## src/rtl/can_fc_pkg.sv

```systemverilog
package can_fc_pkg;
   typedef enum logic [1:0] {
      FC_ACTIVE  = 2'b00,
      FC_PASSIVE = 2'b01,
      FC_BUSOFF  = 2'b10
   } fc_state_e;
endpackage

```

## src/rtl/can_fc_run_det.sv

```systemverilog
// Same-level run detector: flags an error when RUN_LIMIT equal bits are seen.
module can_fc_run_det #(
   parameter int RUN_LIMIT = 6,
   localparam int RW = $clog2(RUN_LIMIT + 1)
) (
   input  logic clk,
   input  logic rst_n,
   input  logic en,
   input  logic tick,
   input  logic rx,
   output logic run_err
);
   if (RUN_LIMIT < 2) begin : g_bad_limit
      $error("can_fc_run_det: RUN_LIMIT must be at least 2");
   end

   logic [RW-1:0] run_cnt;
   logic [RW-1:0] run_nxt;
   logic          last_lvl;

   always_comb begin
      run_nxt = (run_cnt != '0 && rx == last_lvl) ? run_cnt + RW'(1) : RW'(1);
      run_err = en && tick && (run_nxt == RW'(RUN_LIMIT));
   end

   always_ff @(posedge clk or negedge rst_n) begin
      if (!rst_n) begin
         run_cnt  <= '0;
         last_lvl <= 1'b1;
      end else if (!en) begin
         run_cnt  <= '0;
      end else if (tick) begin
         last_lvl <= rx;
         run_cnt  <= run_err ? '0 : run_nxt;
      end
   end

   // the run length never reaches the limit as stored state
   a_r5_run_bound: assert property (@(posedge clk) disable iff (!rst_n)
      run_cnt < RW'(RUN_LIMIT));
   // a cycle without enable leaves the run empty
   a_r5_clear_off: assert property (@(posedge clk) disable iff (!rst_n)
      !en |=> run_cnt == '0);
endmodule

```

## src/rtl/can_fc_recovery.sv

```systemverilog
// Bus-off recovery counter: counts runs of RECOV_BITS recessive ticks.
module can_fc_recovery #(
   parameter int RECOV_BITS = 11,
   parameter int RECOV_RUNS = 128,
   localparam int BW = $clog2(RECOV_BITS),
   localparam int CW = $clog2(RECOV_RUNS + 1)
) (
   input  logic          clk,
   input  logic          rst_n,
   input  logic          en,
   input  logic          tick,
   input  logic          rx,
   output logic [CW-1:0] runs,
   output logic          done
);
   if (RECOV_BITS < 2) begin : g_bad_bits
      $error("can_fc_recovery: RECOV_BITS must be at least 2");
   end
   if (RECOV_RUNS < 1) begin : g_bad_runs
      $error("can_fc_recovery: RECOV_RUNS must be at least 1");
   end

   logic [BW-1:0] bit_cnt;
   logic          run_end;

   assign run_end = en && tick && rx && (bit_cnt == BW'(RECOV_BITS - 1));

   always_ff @(posedge clk or negedge rst_n) begin
      if (!rst_n) begin
         bit_cnt <= '0;
      end else if (!en) begin
         bit_cnt <= '0;
      end else if (tick) begin
         if (!rx || run_end) bit_cnt <= '0;
         else                bit_cnt <= bit_cnt + BW'(1);
      end
   end

   if (RECOV_RUNS == 1) begin : g_single_run
      assign runs = '0;
      assign done = run_end;
   end else begin : g_multi_run
      logic [CW-1:0] run_cnt;
      assign done = run_end && (run_cnt == CW'(RECOV_RUNS - 1));
      assign runs = run_cnt;
      always_ff @(posedge clk or negedge rst_n) begin
         if (!rst_n)       run_cnt <= '0;
         else if (!en)     run_cnt <= '0;
         else if (done)    run_cnt <= '0;
         else if (run_end) run_cnt <= run_cnt + CW'(1);
      end
      // completed runs stay below the target as stored state
      a_r7_runs_bound: assert property (@(posedge clk) disable iff (!rst_n)
         run_cnt < CW'(RECOV_RUNS));
   end

   // a dominant tick restarts the bit run and keeps the run count
   a_r7_dominant_restart: assert property (@(posedge clk) disable iff (!rst_n)
      (en && tick && !rx) |=> (bit_cnt == '0) && $stable(runs));
   // the bit position never passes the run length
   a_r7_bit_bound: assert property (@(posedge clk) disable iff (!rst_n)
      bit_cnt < BW'(RECOV_BITS));
endmodule

```

## src/rtl/can_fc_tec.sv

```systemverilog
// Transmit error count and confinement state.
module can_fc_tec
   import can_fc_pkg::*;
#(
   parameter int ERR_INC    = 8,
   parameter int PASSIVE_TH = 128,
   parameter int BUSOFF_TH  = 255,
   localparam int TEC_W = $clog2(BUSOFF_TH + ERR_INC + 1)
) (
   input  logic             clk,
   input  logic             rst_n,
   input  logic             tx_fail,
   input  logic             tx_done,
   input  logic             run_err,
   input  logic             recov_done,
   output logic [TEC_W-1:0] tec,
   output logic             busoff,
   output fc_state_e        state
);
   if (PASSIVE_TH > BUSOFF_TH || ERR_INC < 1) begin : g_bad_thresh
      $error("can_fc_tec: thresholds or step out of range");
   end

   localparam logic [TEC_W-1:0] INC  = TEC_W'(ERR_INC);
   localparam logic [TEC_W-1:0] PASS = TEC_W'(PASSIVE_TH);
   localparam logic [TEC_W-1:0] CEIL = TEC_W'(BUSOFF_TH);

   logic             err_ev;
   logic             ok_ev;
   logic [TEC_W-1:0] tec_up;

   always_comb begin
      err_ev = !busoff && (tx_fail || run_err);
      ok_ev  = !busoff && tx_done && !err_ev;
      tec_up = tec + INC;
   end

   always_ff @(posedge clk or negedge rst_n) begin
      if (!rst_n) begin
         tec    <= '0;
         busoff <= 1'b0;
      end else if (recov_done) begin
         tec    <= '0;
         busoff <= 1'b0;
      end else if (err_ev) begin
         tec    <= tec_up;
         busoff <= tec_up > CEIL;
      end else if (ok_ev && tec != '0) begin
         tec    <= tec - TEC_W'(1);
      end
   end

   always_comb begin
      if (busoff)          state = FC_BUSOFF;
      else if (tec >= PASS) state = FC_PASSIVE;
      else                 state = FC_ACTIVE;
   end

   // a failure outside bus-off raises the count by one step
   a_r2_fail_step: assert property (@(posedge clk) disable iff (!rst_n)
      (!busoff && tx_fail) |=> tec == $past(tec) + INC);
   // the count never wraps below zero
   a_r3_floor: assert property (@(posedge clk) disable iff (!rst_n)
      (!busoff && tec == '0 && !tx_fail && !run_err) |=> tec == '0);
   // bus-off freezes the count until recovery
   a_r6_hold: assert property (@(posedge clk) disable iff (!rst_n)
      (busoff && !recov_done) |=> busoff && $stable(tec));
   // bus-off only with a count above the ceiling
   a_r6_level: assert property (@(posedge clk) disable iff (!rst_n)
      busoff |-> tec > CEIL);
   // the unused state code never appears
   a_r4_code: assert property (@(posedge clk) disable iff (!rst_n)
      state != 2'b11);
endmodule

```

## src/rtl/can_fault_confine.sv

```systemverilog
module can_fault_confine
   import can_fc_pkg::*;
#(
   parameter int RUN_LIMIT  = 6,
   parameter int ERR_INC    = 8,
   parameter int PASSIVE_TH = 128,
   parameter int BUSOFF_TH  = 255,
   parameter int RECOV_BITS = 11,
   parameter int RECOV_RUNS = 128,
   localparam int TEC_W  = $clog2(BUSOFF_TH + ERR_INC + 1),
   localparam int RUNS_W = $clog2(RECOV_RUNS + 1)
) (
   input  logic              clk,
   input  logic              rst_n,
   input  logic              bit_tick,
   input  logic              bus_rx,
   input  logic              rx_frame,
   input  logic              tx_fail,
   input  logic              tx_done,
   output logic [1:0]        node_state,
   output logic [TEC_W-1:0]  tec,
   output logic [RUNS_W-1:0] recov_runs
);
   logic      busoff;
   logic      run_err;
   logic      recov_done;
   fc_state_e state;

   can_fc_run_det #(.RUN_LIMIT(RUN_LIMIT)) u_run (
      .clk     (clk),
      .rst_n   (rst_n),
      .en      (rx_frame && !busoff),
      .tick    (bit_tick),
      .rx      (bus_rx),
      .run_err (run_err)
   );

   can_fc_recovery #(.RECOV_BITS(RECOV_BITS), .RECOV_RUNS(RECOV_RUNS)) u_rec (
      .clk  (clk),
      .rst_n(rst_n),
      .en   (busoff),
      .tick (bit_tick),
      .rx   (bus_rx),
      .runs (recov_runs),
      .done (recov_done)
   );

   can_fc_tec #(.ERR_INC(ERR_INC), .PASSIVE_TH(PASSIVE_TH), .BUSOFF_TH(BUSOFF_TH)) u_tec (
      .clk        (clk),
      .rst_n      (rst_n),
      .tx_fail    (tx_fail),
      .tx_done    (tx_done),
      .run_err    (run_err),
      .recov_done (recov_done),
      .tec        (tec),
      .busoff     (busoff),
      .state      (state)
   );

   assign node_state = state;

   // leaving bus-off always lands on a cleared count and run tally
   a_r8_clear: assert property (@(posedge clk) disable iff (!rst_n)
      $fell(busoff) |-> (tec == '0) && (recov_runs == '0) && (node_state == 2'b00));
   // the run tally only moves during bus-off
   a_r7_idle: assert property (@(posedge clk) disable iff (!rst_n)
      !busoff |-> recov_runs == '0);
endmodule

```

## config.mk

```make
export PLATFORM = sky130hd
export DESIGN_NAME = can_fault_confine
export DESIGN_NICKNAME = d
export VERILOG_FILES = /design/src/rtl/can_fc_pkg.sv /design/src/rtl/can_fc_run_det.sv /design/src/rtl/can_fc_recovery.sv /design/src/rtl/can_fc_tec.sv /design/src/rtl/can_fault_confine.sv
export SDC_FILE = /design/constraint.sdc
export NUM_CORES = 1
export LEC_CHECK = 0
export CORE_MARGIN = 8
export CORE_UTILIZATION = 30
export DETAILED_ROUTE_END_ITERATION = 8
export GPL_TIMING_DRIVEN = 0
export SLEW_MARGIN = 20
export SYNTH_ARGS = -nofsm -noshare
export SYNTH_HDL_FRONTEND = slang
export SYNTH_SLANG_ARGS = --single-unit
```

## constraint.sdc

```tcl
create_clock -name clk -period 2.7 [get_ports clk]
set_input_delay 0.54 -clock clk [delete_from_list [all_inputs] [get_ports clk]]
set_output_delay 0.54 -clock clk [all_outputs]
set_load 0.02 [all_outputs]
```

==> results.cfg <==
[floorplanning]
dieArea_um2 = 8330
start_util = 0.309
fp.dieH_um = 91.3
core_area_um2 = 5510
io-pin-count = 26
rows = 27
die_w_um = 91.3

[worst_setup_path]
worstPathArrival_ns = 2.55
crit_path_end_kind = flop
worstSetupPathType = input port to flop
critPathLaunchType = input port
path_max_fanout = 6
path_delay_family = simple AND/OR/NAND/NOR gates
critPathMaxStageDelay_ns = 0.54
cp_slowest_cell = or4b_4
worstPathCellList = clkdlybuf4s50_1 -> or4b_4 -> a2111oi_4 -> nand3b_2 -> o31ai_2 -> mux2i_1
required_ns = 2.90
cp.buffers_inverters = 1

[layout]
fill_cells = 562
drive_gt1_frac = 0.0943
mostFrequentLayoutCell = dfrtp_1
nets = 230
insertedDiodeCount = 0
syn_to_final_growth_pct = 23.3
most-common-layout-cells = 25 x dfrtp_1, 23 x clkdlybuf4s50_1, 17 x nand2_1, 16 x nor2_1, 12 x nand3_1

[detailed_routing]
vias = 1438
final_antenna_net_count = 0
drt-initial-drc-count = 58
wl_per_cell_um = 13.7
routed_wl_um = 3880
first_pass_iters = 4
drc_errors = 0
vias_per_cell = 5.06

[clock_tree]
numCtsBuffers = 3
cts.reportedPaths.clkPinSlew_ns = 0.10
cts.sinks = 26
h-tree-depth = 1
cts-root-buf = clkbuf_8
cts_resized = 0
cts_tree = done
postCtsSetupBuffers = 0
clk_latency_ns = 0.27
post_cts_hold_buffer_count = 0
clk_path_buf_depth = 2

[power_and_ir_drop]
comb_power_share = 0.084
netSwitchingFraction = 0.228
seqPwrFrac = 0.506
p_switching_uw = 185
powerDensity_nw_per_um2 = 387
irDropWorstVdd_mv = 0.220
leakage_uw = 0.000860
p_int_uw = 627
p_clk_frac = 0.410

[synth]
synth_cell_type_count = 50
ys_ff_latch = 26
async_flop_share = 1.00
ys.flop_type = dfrtp_1
syn-cell-area_um2 = 1700
syn-num-nets = 201
seq_area_frac_synth = 0.383
synth_top_area_share = 0.368
synth_top_area_cell = dfrtp_1
synthesis.instances = 184
yosysWarnings = 0
synthTopCellsByArea = dfrtp_1 37%, ha_1 7.4%, nand2_1 3.8%
synth_edf_count = 0
syn_area_per_cell_um2 = 9.24

[sta]
rsz0062_at_grt = false
period_share = 0.870
period_needed_ns = 2.35
hold_viol_final = 0
relSlewSlack = 0.597
timing.final.max_slew_violations = 0
finalWorstSetupSlack_ns = 0.351
timing.fmax_mhz = 426
worst_pin_slew_ns = 0.604
setup_violations = 0
tns_ns = 0
finClkSkew_ns = 0.00285

[place]
gp_congestion = 0.798
dp_slack_ns = 0.0857
hpwl_um = 2830
portBuffers = 24

[run]
drv_cap = 0

[global_route]
grt-ovfl-total = 0
grt_max_degree = 27
track_usage = 0.0944
grt_pass1_wl_um = 6620
grt_pass1_vias = 1367
antenna_found_initial = 0

[worst_hold_path]
hold_class = input port to asynchronous set/reset pin

[run_status]
status = completed
[power by group through the flow]
| stage | combinational [µW] | sequential (µW) | clock, µW |
|---|---|---|---|
| after floorplan | 35.1 | 420 | 0 |
| after global placement | 69.5 | 419 | 0 |
| after detailed placement | 69.7 | 419 | 0 |
| after CTS | 70.0 | 411 | 343 |
| after global routing | 77.5 | 413 | 367 |
| final | 68.2 | 411 | 333 |
[worst register-to-register path: cells and delay by family, from the launching register on]
kind | cells | cell delay, ns
AOI/OAI and AO/OA | 2 | 0.57
adders and majority gates | 1 | 0.20
buffers and inverters | 2 | 0.35
DFF | 1 | 0.44
muxes | 1 | 0.20
and+or+nand+nor | 2 | 0.51
[synth_stat cells, drive strengths merged (2+ instances only)]
library cell	number
nand2b	3
nor2	16
mux2i	4
o31ai	3
nor3	4
a211oi	2
ha	10
and2	2
nand2	17
a21oi	10
and3	2
a2111oi	2
clkbuf	4
o21ai	12
inv	11
xnor2	2
xor2	6
dfrtp	25
nand4	5
nand3	12
nand3b	6
a31oi	3
buf	4
[sequential cells by signal (all words and copies together) (netlist names)]
register        count
u_tec.tec           9
u_rec.runs          8
u_rec.bit_cnt       4
u_run.run_cnt       3
u_run.last_lvl      1
u_tec.busoff        1
[layer usage]
| layer | share of wire | vias up | GRT usage |
|---|---|---|---|
| li1 | - | 712 | - |
| met1 | 0.52 | 702 | 0.129 |
| met2 | 0.44 | 22 | 0.147 |
| met3 | 0.030 | 2 | 0.0181 |
| met4 | 0.0059 | 0 | 0.0273 |
| met5 | 0 | - | 0 |
[layout make-up]
type                       count  area (µm²)  share of cell area
multi-input combinational    139         938               0.447
timing repair buffer          24         235               0.112
clock buffer                   3        41.3              0.0197
buffer                         8        68.8              0.0328
sequential                    26         652               0.311
clock inverter                 1        30.0              0.0143
inverter                      11        41.3              0.0197
tap                           72        90.1              0.0430
[worst paths after layout]
check / startpoint / to / slack [ns] / cells past startpoint
max in group asynchronous: rst_n / u_run.run_cnt[2] / 2.04 / 1
worst min register to register: u_rec.runs[7] / u_rec.runs[7] / 0.52 / 1
min in group clk: u_rec.runs[7] / u_rec.runs[7] / 0.52 / 1
worst min-delay path: rst_n / u_tec.tec[0] / 0.26 / 1
worst max register to register: u_run.run_cnt[0] / u_tec.tec[6] / 0.37 / 8
worst max-delay path: tx_fail / u_tec.tec[7] / 0.35 / 6
[through the flow]
| stage | hold WS (ns) | std cells | util | cell area, µm² | power, µW |
|---|---|---|---|---|---|
| global route | 0.304 | 284 | 0.381 | 2100 | 858 |
| detailed placement | 0.510 | 280 | 0.368 | 2030 | 488 |
| CTS | 0.301 | 284 | 0.381 | 2100 | 824 |
| floorplan | 0.244 | 184 | - | 1700 | 455 |
| global placement | 0.507 | 280 | 0.369 | 2030 | 488 |
| finish | 0.263 | 284 | 0.381 | 2100 | 812 |
[cells by family (layout without fill, tap and decap cells)]
kind of cell               count (synthesis)  count (layout)  share of synthesized area
AOI/OAI and AO/OA                         37              37                      0.149
xor gates and xnor gates                   8               8                     0.0412
adders and majority gates                 10              10                     0.0736
buffers and inverters                     19              47                     0.0648
DFF                                       26              26                      0.383
muxes                                      5               5                     0.0302
and+or+nand+nor                           79              79                      0.258
(Power assumes the default switching activity.)
